--- src/rtl/sgdma_pkg.sv ---
package sgdma_pkg;
  localparam int DW = 32;

  typedef enum logic [2:0] {
    ST_IDLE, ST_D0_REQ, ST_D0_WAIT, ST_D1_REQ, ST_D1_WAIT,
    ST_DAT_REQ, ST_DAT_WAIT, ST_END
  } eng_state_e;

  typedef enum logic [1:0] {RS_NONE, RS_NEXT, RS_BASE} restart_e;

  localparam int SB_EVENT  = 0;
  localparam int SB_EOL    = 1;
  localparam int SB_HALT   = 2;
  localparam int SB_QUEUED = 3;
  localparam int SB_RUN    = 7;

  localparam logic [1:0] SEL_CTRL   = 2'd0;
  localparam logic [1:0] SEL_STATUS = 2'd1;
  localparam logic [1:0] SEL_BASE   = 2'd2;

  typedef struct packed {
    logic ev_event;
    logic ev_eol;
    logic ev_halt;
    logic ev_finish;
    logic ev_unqueue;
  } eng_evt_t;
endpackage

--- src/rtl/sgdma_fifo.sv ---
module sgdma_fifo #(
  parameter int W     = 32,
  parameter int DEPTH = 4,
  localparam int AW   = (DEPTH > 1) ? $clog2(DEPTH) : 1
) (
  input  logic         clk,
  input  logic         rst_n,
  input  logic         push_valid,
  input  logic [W-1:0] push_data,
  output logic [AW:0]  level,
  output logic         out_valid,
  input  logic         out_ready,
  output logic [W-1:0] out_data
);
  logic [W-1:0]  mem [DEPTH];
  logic [AW-1:0] wr_ptr, rd_ptr;
  logic          pop;

  assign out_valid = (level != '0);
  assign pop       = out_valid && out_ready;
  assign out_data  = mem[rd_ptr];

  always_ff @(posedge clk) begin
    if (!rst_n) begin
      wr_ptr <= '0;
      rd_ptr <= '0;
      level  <= '0;
    end else begin
      if (push_valid) begin
        mem[wr_ptr] <= push_data;
        wr_ptr <= (wr_ptr == AW'(DEPTH - 1)) ? '0 : wr_ptr + 1'b1;
      end
      if (pop) rd_ptr <= (rd_ptr == AW'(DEPTH - 1)) ? '0 : rd_ptr + 1'b1;
      case ({push_valid, pop})
        2'b10:   level <= level + 1'b1;
        2'b01:   level <= level - 1'b1;
        default: level <= level;
      endcase
    end
  end

  p_no_overflow_r9: assert property (@(posedge clk) disable iff (!rst_n)
    push_valid |-> (level < (AW+1)'(DEPTH)));

  p_out_hold_r9: assert property (@(posedge clk) disable iff (!rst_n)
    (out_valid && !out_ready) |=> (out_valid && $stable(out_data)));
endmodule

--- src/rtl/sgdma_regs.sv ---
module sgdma_regs
  import sgdma_pkg::*;
#(
  parameter int ADDR_W = 32
) (
  input  logic              clk,
  input  logic              rst_n,
  input  logic              cfg_wr_en,
  input  logic [1:0]        cfg_wr_sel,
  input  logic [DW-1:0]     cfg_wdata,
  input  eng_evt_t          evt,
  output logic [3:0]        ctrl_q,
  output logic [7:0]        status_q,
  output logic [ADDR_W-1:0] base_q,
  output logic              start_pulse,
  output logic              irq
);
  localparam logic [7:0] W1C_MASK = 8'h87;

  logic       ctrl_wr;
  logic [7:0] stat_nx;

  assign ctrl_wr     = cfg_wr_en && (cfg_wr_sel == SEL_CTRL);
  assign start_pulse = ctrl_wr && cfg_wdata[7];
  assign irq         = |(status_q[2:0] & ctrl_q[2:0]);

  always_comb begin
    stat_nx = status_q;
    if (cfg_wr_en && (cfg_wr_sel == SEL_STATUS))
      stat_nx = stat_nx & ~(cfg_wdata[7:0] & W1C_MASK);
    if (evt.ev_event)   stat_nx[SB_EVENT]  = 1'b1;
    if (evt.ev_eol)     stat_nx[SB_EOL]    = 1'b1;
    if (evt.ev_halt)    stat_nx[SB_HALT]   = 1'b1;
    if (evt.ev_finish)  stat_nx[SB_RUN]    = 1'b0;
    if (evt.ev_unqueue) stat_nx[SB_QUEUED] = 1'b0;
    if (ctrl_wr && cfg_wdata[6]) stat_nx[SB_QUEUED] = 1'b1;
    if (start_pulse) begin
      stat_nx[SB_RUN]  = 1'b1;
      stat_nx[SB_HALT] = 1'b0;
    end
  end

  always_ff @(posedge clk) begin
    if (!rst_n) begin
      ctrl_q   <= '0;
      status_q <= '0;
      base_q   <= '0;
    end else begin
      status_q <= stat_nx;
      if (ctrl_wr) ctrl_q <= cfg_wdata[3:0];
      if (cfg_wr_en && (cfg_wr_sel == SEL_BASE))
        base_q <= {cfg_wdata[ADDR_W-1:1], 1'b0};
    end
  end

  p_event_sets_r7: assert property (@(posedge clk) disable iff (!rst_n)
    evt.ev_event |=> status_q[SB_EVENT]);

  p_start_runs_r3: assert property (@(posedge clk) disable iff (!rst_n)
    start_pulse |=> (status_q[SB_RUN] && !status_q[SB_HALT]));

  p_queue_sets_r12: assert property (@(posedge clk) disable iff (!rst_n)
    (ctrl_wr && cfg_wdata[6]) |=> status_q[SB_QUEUED]);
endmodule

--- src/rtl/sgdma_engine.sv ---
module sgdma_engine
  import sgdma_pkg::*;
#(
  parameter int ADDR_W = 32,
  parameter int DEPTH  = 4,
  parameter int CNT_W  = 24,
  localparam int AW    = (DEPTH > 1) ? $clog2(DEPTH) : 1,
  localparam int WC_W  = CNT_W - 2
) (
  input  logic              clk,
  input  logic              rst_n,
  input  logic [ADDR_W-1:0] base_q,
  input  logic              loop_en,
  input  logic [7:0]        status_q,
  input  logic              start_pulse,
  output logic              mem_req_valid,
  input  logic              mem_req_ready,
  output logic [ADDR_W-1:0] mem_req_addr,
  input  logic              mem_rsp_valid,
  output logic              mem_rsp_ready,
  input  logic [DW-1:0]     mem_rsp_data,
  input  logic [AW:0]       fifo_level,
  output logic              push_valid,
  output logic [DW-1:0]     push_data,
  output eng_evt_t          evt
);
  eng_state_e        state;
  restart_e          restart;
  logic              start_pend;
  logic [ADDR_W-1:0] entry_ptr, sample_ptr;
  logic [WC_W-1:0]   words_left;
  logic [2:0]        dflags;   // {eol, event, halt}
  logic              run, room, do_loop;

  assign run     = status_q[SB_RUN] && !status_q[SB_HALT];
  assign room    = fifo_level < (AW+1)'(DEPTH);
  assign do_loop = loop_en || status_q[SB_QUEUED];

  assign mem_req_valid = (state == ST_D0_REQ) || (state == ST_D1_REQ) || (state == ST_DAT_REQ);
  assign mem_req_addr  = (state == ST_DAT_REQ) ? sample_ptr : entry_ptr;
  assign mem_rsp_ready = (state == ST_D0_WAIT) || (state == ST_D1_WAIT) || (state == ST_DAT_WAIT);
  assign push_valid    = (state == ST_DAT_WAIT) && mem_rsp_valid;
  assign push_data     = mem_rsp_data;

  always_comb begin
    evt = '0;
    if (state == ST_END) begin
      evt.ev_halt    = dflags[0];
      evt.ev_event   = dflags[1];
      evt.ev_eol     = dflags[2];
      evt.ev_unqueue = dflags[2] && do_loop;
      evt.ev_finish  = dflags[2] && !do_loop;
    end
  end

  always_ff @(posedge clk) begin
    if (!rst_n) begin
      state      <= ST_IDLE;
      restart    <= RS_NONE;
      start_pend <= 1'b0;
      entry_ptr  <= '0;
      sample_ptr <= '0;
      words_left <= '0;
      dflags     <= '0;
    end else begin
      if (start_pulse) start_pend <= 1'b1;
      unique case (state)
        ST_IDLE: begin
          if (start_pend) begin
            start_pend <= start_pulse;
            restart    <= RS_BASE;
            sample_ptr <= '0;
            words_left <= '0;
          end else if (run && room) begin
            if (restart != RS_NONE) begin
              if (restart == RS_BASE) entry_ptr <= base_q;
              restart <= RS_NONE;
              state   <= ST_D0_REQ;
            end else if (words_left != '0) begin
              state <= ST_DAT_REQ;
            end else begin
              state <= ST_END;
            end
          end
        end
        ST_D0_REQ: if (mem_req_ready) begin
          entry_ptr <= entry_ptr + ADDR_W'(4);
          state     <= ST_D0_WAIT;
        end
        ST_D0_WAIT: if (mem_rsp_valid) begin
          sample_ptr <= mem_rsp_data[ADDR_W-1:0];
          state      <= ST_D1_REQ;
        end
        ST_D1_REQ: if (mem_req_ready) begin
          entry_ptr <= entry_ptr + ADDR_W'(4);
          state     <= ST_D1_WAIT;
        end
        ST_D1_WAIT: if (mem_rsp_valid) begin
          dflags     <= mem_rsp_data[31:29];
          words_left <= mem_rsp_data[CNT_W-1:2];
          state      <= (mem_rsp_data[CNT_W-1:2] == '0) ? ST_END : ST_IDLE;
        end
        ST_DAT_REQ: if (mem_req_ready) begin
          sample_ptr <= sample_ptr + ADDR_W'(4);
          state      <= ST_DAT_WAIT;
        end
        ST_DAT_WAIT: if (mem_rsp_valid) begin
          words_left <= words_left - 1'b1;
          state      <= (words_left == WC_W'(1)) ? ST_END : ST_IDLE;
        end
        ST_END: begin
          restart <= (dflags[2] && do_loop) ? RS_BASE : RS_NEXT;
          state   <= ST_IDLE;
        end
        default: state <= ST_IDLE;
      endcase
    end
  end

  p_req_hold_r11: assert property (@(posedge clk) disable iff (!rst_n)
    (mem_req_valid && !mem_req_ready) |=> (mem_req_valid && $stable(mem_req_addr)));

  p_room_r9: assert property (@(posedge clk) disable iff (!rst_n)
    (state == ST_DAT_REQ) |-> (fifo_level < (AW+1)'(DEPTH)));

  p_halt_r6: assert property (@(posedge clk) disable iff (!rst_n)
    ((state == ST_IDLE) && status_q[SB_HALT]) |=> !mem_req_valid);

  p_desc_even_r2: assert property (@(posedge clk) disable iff (!rst_n)
    ((state == ST_D0_REQ) || (state == ST_D1_REQ)) |-> !mem_req_addr[0]);
endmodule

--- src/rtl/sgdma_channel.sv ---
module sgdma_channel
  import sgdma_pkg::*;
#(
  parameter int ADDR_W     = 32,
  parameter int FIFO_DEPTH = 4,
  parameter int CNT_W      = 24,
  localparam int AW        = (FIFO_DEPTH > 1) ? $clog2(FIFO_DEPTH) : 1
) (
  input  logic              clk,
  input  logic              rst_n,
  input  logic              cfg_wr_en,
  input  logic [1:0]        cfg_wr_sel,
  input  logic [31:0]       cfg_wdata,
  output logic [3:0]        ctrl_q,
  output logic [7:0]        status_q,
  output logic [ADDR_W-1:0] base_q,
  output logic              irq,
  output logic              mem_req_valid,
  input  logic              mem_req_ready,
  output logic [ADDR_W-1:0] mem_req_addr,
  input  logic              mem_rsp_valid,
  output logic              mem_rsp_ready,
  input  logic [31:0]       mem_rsp_data,
  output logic              out_valid,
  input  logic              out_ready,
  output logic [31:0]       out_data
);
  eng_evt_t      evt;
  logic          start_pulse;
  logic          push_valid;
  logic [DW-1:0] push_data;
  logic [AW:0]   fifo_level;

  sgdma_regs #(.ADDR_W(ADDR_W)) u_regs (
    .clk, .rst_n, .cfg_wr_en, .cfg_wr_sel, .cfg_wdata, .evt,
    .ctrl_q, .status_q, .base_q, .start_pulse, .irq
  );

  sgdma_engine #(.ADDR_W(ADDR_W), .DEPTH(FIFO_DEPTH), .CNT_W(CNT_W)) u_engine (
    .clk, .rst_n, .base_q, .loop_en(ctrl_q[3]), .status_q, .start_pulse,
    .mem_req_valid, .mem_req_ready, .mem_req_addr,
    .mem_rsp_valid, .mem_rsp_ready, .mem_rsp_data,
    .fifo_level, .push_valid, .push_data, .evt
  );

  sgdma_fifo #(.W(DW), .DEPTH(FIFO_DEPTH)) u_fifo (
    .clk, .rst_n, .push_valid, .push_data, .level(fifo_level),
    .out_valid, .out_ready, .out_data
  );
endmodule

--- config.mk ---
export PLATFORM = sky130hd
export DESIGN_NAME = sgdma_channel
export DESIGN_NICKNAME = d
export VERILOG_FILES = /design/src/rtl/sgdma_pkg.sv /design/src/rtl/sgdma_fifo.sv /design/src/rtl/sgdma_regs.sv /design/src/rtl/sgdma_engine.sv /design/src/rtl/sgdma_channel.sv
export SDC_FILE = /design/constraint.sdc
export NUM_CORES = 1
export LEC_CHECK = 0
export BUFFER_PORTS_ARGS = -buffer_cell sky130_fd_sc_hd__buf_2
export CELL_PAD_IN_SITES_DETAIL_PLACEMENT = 0
export CELL_PAD_IN_SITES_GLOBAL_PLACEMENT = 2
export CORE_MARGIN = 2
export CORE_UTILIZATION = 35
export CTS_CLUSTER_DIAMETER = 150
export DETAILED_ROUTE_END_ITERATION = 16
export PLACE_DENSITY_LB_ADDON = 0.1
export SETUP_SLACK_MARGIN = 0.5
export SLEW_MARGIN = 15
export SYNTH_ARGS = -nofsm -noshare
export SYNTH_HDL_FRONTEND = slang
export SYNTH_SLANG_ARGS = --single-unit
--- constraint.sdc ---
create_clock -name clk -period 3.55 [get_ports clk]
set_input_delay 0.355 -clock clk [delete_from_list [all_inputs] [get_ports clk]]
set_output_delay 0.355 -clock clk [all_outputs]
set_load 0.02 [all_outputs]
==> flow_metrics.env, run 1 <==
export IMPL_syn_to_final_growth_pct=19.4
export IMPL_crit_chain="and3b_1 > buf_4 > nand2_1 > o21ai_0 > buf_2"
export IMPL_first_pass_iters=5
export IMPL_initial_utilization_pct=35.2
export IMPL_timing_fmax_mhz=361
export IMPL_yosysWarnings=0
export IMPL_critPathArrivalTime_ns=2.42
export IMPL_leakage_nw=5.62
export IMPL_worstPathRequired_ns=3.19
export IMPL_cts_tree="done"
export IMPL_grt_pass1_wl_mm=62.0
export IMPL_wl_per_cell_um=20.8
export IMPL_cts_buffer_depth=3
export IMPL_worst_r2r_endpoint="u_fifo.level[2]$_SDFFE_PN0P_"
export IMPL_die_y_um=195
export IMPL_antenna_found_initial=0
export IMPL_drc=0
export IMPL_grt_pass1_vias=10300
export IMPL_synth_cells=1306
export IMPL_async_flop_share_pct=0
export IMPL_synth_seq_cells=271
export IMPL_fp_dieW_um=195
export IMPL_worst_slew_pin_slew_ns=1.04
export IMPL_h_tree_depth=2
export IMPL_cts_hold_buffers=0
export IMPL_post_cts_repair_setup_buffers=0
export IMPL_finalCriticalPeriod_ns=2.77
export IMPL_cts_root_buffer="clkbuf_16"
export IMPL_synth_flop_cell="dfxtp_1"
export IMPL_cp_start_kind="flip-flop"
export IMPL_ant_nets=0
export IMPL_ioPinCount=184
export IMPL_finalSetupViolations=0
export IMPL_num_fill_cells=3619
export IMPL_hpwl_mm=27.3
export IMPL_run_status="finished, final reports clean"
export IMPL_totalNegativeSetupSlack_ns=0
export IMPL_gp_routability_congestion=0.781
export IMPL_final_cell_mix="238 x nand2_1, 179 x buf_2, 139 x dfxtp_1, 128 x edfxtp_1"
export IMPL_crit_path_max_incr_delay_ns=0.56
export IMPL_power_density_nw_per_um2=581
export IMPL_reg2regPathDepth=9
export IMPL_hold_depth=3
export IMPL_cts_sinks=271
export IMPL_drive_gt1_share_pct=22.4
export IMPL_hold_viol_final=0
export IMPL_r2r_start="u_engine.state[0]$_SDFFE_PN0P_"
export IMPL_wl_mm=40.6
export IMPL_vias_per_cell=5.48
export IMPL_synth_seq_area_share_pct=52.4
export IMPL_drv_slew=0
export IMPL_regToRegSetupSlack_ns=1.10
export IMPL_crit_type="flip-flop to primary output"
export IMPL_grt_total_usage_pct=20.8
export IMPL_grt_max_degree=48
export IMPL_hold_path_startpoint="cfg_wdata[26]"
export IMPL_synth_edf_count=128
export IMPL_drt_initial_drc_count=694
export IMPL_postCtsResizedCells=0
export IMPL_vias=10700
export IMPL_worst_setup_path_end_kind="primary output"
export IMPL_path_clk_slew_ns=0.06
export IMPL_drv_cap=0
export IMPL_synth_cell_types=74
export IMPL_syn_area_um2=12800
export IMPL_core_area_um2=36300
export IMPL_layout_commonest_cell="nand2_1"
export IMPL_rsz0062_at_grt="false"
export IMPL_worst_clock_skew_ns=0.0210
export IMPL_ir_worst_vdd_uv=261
export IMPL_worst_path_buf_inv=2
export IMPL_die_area_um2=38100
export IMPL_hold_path_class="primary input to flip-flop"
export IMPL_avgSynthCellArea_um2=9.80
export IMPL_clkLatencyLatePin_ns=0.52
export IMPL_io_buffers=179
export IMPL_whs_ns=0.0762
export IMPL_post_route_period_util_pct=78.1
export IMPL_row_count=70
export IMPL_grt_remaining_overflow=0
export IMPL_cp_max_fo=42
export IMPL_cts_buffers=34
export IMPL_cp_top_family="buffers and inverters"
export IMPL_hold_end="u_regs.base_q[26]$_SDFFE_PN0P_"
export IMPL_slew_headroom_pct=30.5
export IMPL_cp_slowest_cell="dfxtp_2"
export IMPL_total_power_mw=8.87
export IMPL_nets=1542
-- worst max path at each step --
stage / from / to / slack [ns] / depth (start not counted)
global route: u_engine.state[2]$_SDFFE_PN0P_ / mem_req_addr[12] / 0.72 / 5
floorplan: u_engine.state[0]$_SDFFE_PN0P_ / u_fifo.level[2]$_SDFFE_PN0P_ / 1.09 / 11
global placement: u_engine.state[0]$_SDFFE_PN0P_ / u_fifo.level[2]$_SDFFE_PN0P_ / 0.93 / 9
CTS: u_engine.state[2]$_SDFFE_PN0P_ / mem_req_addr[12] / 0.56 / 5
finish: u_engine.state[2]$_SDFFE_PN0P_ / mem_req_addr[12] / 0.78 / 5
detailed placement: u_engine.state[0]$_SDFFE_PN0P_ / u_fifo.level[2]$_SDFFE_PN0P_ / 0.92 / 9
-- worst min-delay path, delay by kind of cell --
kind,cells,cell delay [ns]
buf+inv,1,0.09
compound gates,1,0.05
simple gates,1,0.04
-- cells by family after synthesis --
family | share of synthesized area (%)
and+or+nand+nor | 19.4
AOI/OAI and AO/OA | 16.0
DFF | 52.4
buffers and inverters | 3.69
muxes | 6.91
adders and majority gates | 1.13
xor gates and xnor gates | 0.479
other | 0.0293
-- synthesized netlist by cell type, types with 7 or more instances --
master      n  area (um2)
nor4_1     19         119
a21oi_1   111         556
edfxtp_1  128        3840
nand2_1   238         893
a221oi_1    8        70.1
o221a_2     7        78.8
nand4_1    27         169
a22o_1      7        61.3
nor3_1     25         125
nor2_1    111         417
dfxtp_1   143        2860
nor3b_1     7        52.6
inv_1      21        78.8
or3_1       9        56.3
nand3_1    36         180
a22oi_1    21         158
a31oi_1    18         113
o21ai_0    71         355
mux2i_1    13         130
and4_1      7        61.3
o22ai_1    11        68.8
and2_1      7        43.8
a211oi_1    9        67.6
ha_1       10         125
clkbuf_1   65         244
a32o_1      7        70.1
and3_1     11        68.8
mux4_2     32         721
buf_2      11        55.1
buf_1      15        56.3
-- report_power, final --
part	internal [mW]	leakage, nW	total (mW)	switching, mW
Clock	2.03	0.556	3.41	1.38
Sequential	3.41	2.31	3.64	0.227
Combinational	0.634	2.76	1.83	1.19
Total	6.08	5.62	8.87	2.80
-- stage by stage --
stage               instance area [um2]  instances  setup slack [ns]  utilization [%]
floorplan                         12800       1309              1.09                -
global placement                  14200       1891             0.931             39.0
detailed placement                14200       1891             0.920             39.0
CTS                               15300       1953             0.560             42.0
global route                      15300       1953             0.717             42.0
finish                            15300       1954             0.777             42.1
-- layout make-up --
cell class,count,area [um2],area share [%]
clock buffers,48,985,6.44
diodes,1,2.50,0.0164
clock inverters,14,133,0.868
repair buffers,210,1140,7.46
flip-flops and latches,271,6710,43.9
inverters,21,80.1,0.524
well taps,468,586,3.83
multi-input cells,921,5650,36.9
-- registers in the layout, indices dropped and copies added, names as in the netlist, named ones only --
signal / count
u_engine.entry_ptr: 31
u_engine.words_left: 22
u_regs.base_q: 31
u_fifo.wr_ptr: 2
u_engine.restart: 2
u_engine.dflags: 3
u_fifo.mem: 128
u_regs.ctrl_q: 4
u_regs.status_q: 5
u_fifo.level: 3
u_fifo.rd_ptr: 2
u_engine.start_pend: 1
u_engine.state: 3
u_engine.sample_ptr: 32
-- per-layer routing --
metal	GRT usage (%)	wire (um)
met1	31.1	20200
met2	32.1	17800
met3	3.01	1860
met4	4.58	686
met5	0	0
Power figures use the tool's default switching activity.
==> run 2, diff against run 1 <==
- clock period: 3.55 -> 2.6 ns (I/O delays scaled with it)
==> flow_metrics.env, run 2 (synthesized netlist as in run 1, its figures left out) <==
export IMPL_run_status="finished, final reports clean"
export IMPL_wl_per_cell_um=21.0
export IMPL_grt_max_degree=61
export IMPL_crit_type="flip-flop to primary output"
export IMPL_final_cell_mix="168 x nand2_1, 129 x dfxtp_1, 128 x edfxtp_1, 119 x buf_2"
export IMPL_path_clk_slew_ns=0.06
export IMPL_fin_util_pct=48.6
export IMPL_core_area_um2=36300
export IMPL_finalSetupViolations=0
export IMPL_critPathArrivalTime_ns=1.95
export IMPL_comb_power_share_pct=26.9
export IMPL_switching_power_mw=4.16
export IMPL_grt_total_usage_pct=22.0
export IMPL_worst_slew_pin_slew_ns=0.499
export IMPL_drt_initial_drc_count=731
export IMPL_worst_clock_skew_ns=0.00797
export IMPL_max_flop_register="u_fifo.mem"
export IMPL_die_y_um=195
export IMPL_cts_buffer_depth=3
export IMPL_timing_fmax_mhz=452
export IMPL_hold_path_class="primary input to flip-flop"
export IMPL_finalCriticalPeriod_ns=2.21
export IMPL_largest_reg_flops=128
export IMPL_drv_cap=0
export IMPL_drive_gt1_share_pct=32.8
export IMPL_worstPathRequired_ns=2.34
export IMPL_cp_max_fo=8
export IMPL_fp_dieW_um=195
export IMPL_worst_setup_path_end_kind="primary output"
export IMPL_gp_routability_congestion=0.832
export IMPL_grt_remaining_overflow=0
export IMPL_grt_pass1_wl_mm=65.6
export IMPL_n_antenna_cell=0
export IMPL_cp_start_kind="flip-flop"
export IMPL_ir_worst_vdd_uv=503
export IMPL_totalNegativeSetupSlack_ns=0
export IMPL_syn_to_final_growth_pct=38.1
export IMPL_power_density_nw_per_um2=725
export IMPL_top_regs="u_fifo.mem: 128 flops, u_engine.sample_ptr: 32 flops"
export IMPL_drc=0
export IMPL_die_area_um2=38100
export IMPL_ant_nets=0
export IMPL_p_clk_share_pct=34.8
export IMPL_cts_sinks=271
export IMPL_clkLatencyLatePin_ns=0.57
export IMPL_layout_commonest_cell="nand2_1"
export IMPL_hpwl_mm=28.2
export IMPL_hold_viol_final=0
export IMPL_p_seq_share_pct=38.3
export IMPL_first_pass_iters=5
export IMPL_switching_share_pct=32.4
export IMPL_p_int_mw=8.66
export IMPL_grt_pass1_vias=10900
export IMPL_antenna_found_initial=1
export IMPL_wl_mm=43.4
export IMPL_slew_headroom_pct=66.5
export IMPL_cts_root_buffer="clkbuf_16"
export IMPL_row_count=70
export IMPL_ioPinCount=184
export IMPL_io_buffers=179
export IMPL_nets=1660
export IMPL_vias_per_cell=5.48
export IMPL_cts_buffers=31
export IMPL_rsz0062_at_grt="true"
export IMPL_leakage_nw=6.71
export IMPL_vias=11300
export IMPL_cts_tree="done"
export IMPL_initial_utilization_pct=35.2
export IMPL_drv_slew=0
export IMPL_post_route_period_util_pct=85.1
export IMPL_h_tree_depth=1
==> run 2: cell count changes in the layout (fill, tap and decap cells not counted), moves of 6 or more <==
cell,previous run,this run
nand2_1,238,168
buf_6,0,71
clkinv_4,1,7
dfxtp_1,139,129
dlygate4sd3_1,0,41
nand2_4,0,48
buf_12,1,15
nand2_2,0,21
o21ai_0,71,65
buf_2,179,119
dfxtp_2,4,12
buf_4,30,73
==> run 2: worst max-delay path, cell delays in order, from the launching register on <==
cell and delay [ns]:
dfxtp_4 0.48, buf_12 0.19, mux4_2 0.55, buf_6 0.16
==> run 2: final cells by class <==
type	instances	area [um2]
Inverter	21	82.6
Clock inverter	24	246
Tap cell	468	586
Sequential cell	271	6730
Multi-Input combinational cell	921	6280
Fill cell	3453	18700
Clock buffer	34	797
Timing Repair Buffer	331	2950
==> run 2: repair_timing <==
item	CTS	global route
hold buffers	41	0
setup buffers	24	17
gates cloned	8	5
gates resized for setup	172	158
endpoints found under the hold margin	73	0
pin swaps	17	43
endpoints found under the setup margin	73	95
==> run 2: final timing paths <==
check,from,to,slack (ns),cells after the start
setup reg to reg,u_engine.state[0]$_SDFFE_PN0P_,u_engine.sample_ptr[30]$_SDFFE_PN0P_,0.50,8
hold / removal,mem_rsp_data[7],u_fifo.mem[0][7]$_DFFE_PP_,0.04,1
hold reg to reg,u_engine.sample_ptr[0]$_SDFFE_PN0P_,u_engine.sample_ptr[0]$_SDFFE_PN0P_,0.46,2
setup / recovery,flip-flop,out_data[17],0.39,3
==> run 2: power by group through the flow <==
stage | clock (mW) | combinational (mW) | sequential, mW
after global placement | 0 | 2.76 | 4.95
after floorplan | 0 | 1.79 | 4.90
after detailed placement | 0 | 2.74 | 4.96
final | 4.46 | 3.45 | 4.91
after global routing | 4.74 | 3.73 | 4.93
after CTS | 4.57 | 3.22 | 4.88
==> run 2: metrics by stage <==
stage,setup slack [ns],instances,power [mW],hold WS (ns),cell area [um2]
after global routing,0.319,2070,13.4,0.0125,17700
final,0.386,2070,12.8,0.0410,17700
after global placement,0.397,1917,7.71,0.444,14500
after floorplan,0.302,1309,6.69,0.359,12800
after CTS,0.345,2048,12.7,0.00537,16800
after detailed placement,0.357,1917,7.70,0.449,14500
==> run 2: per-layer routing <==
metal | global-route usage, % | vias up | share of wire (%)
li1 | - | 5405 | -
met1 | 32.3 | 5501 | 48
met2 | 34.3 | 374 | 45
met3 | 2.88 | 68 | 5.4
met4 | 5.85 | 0 | 2.4
met5 | 0 | - | 0
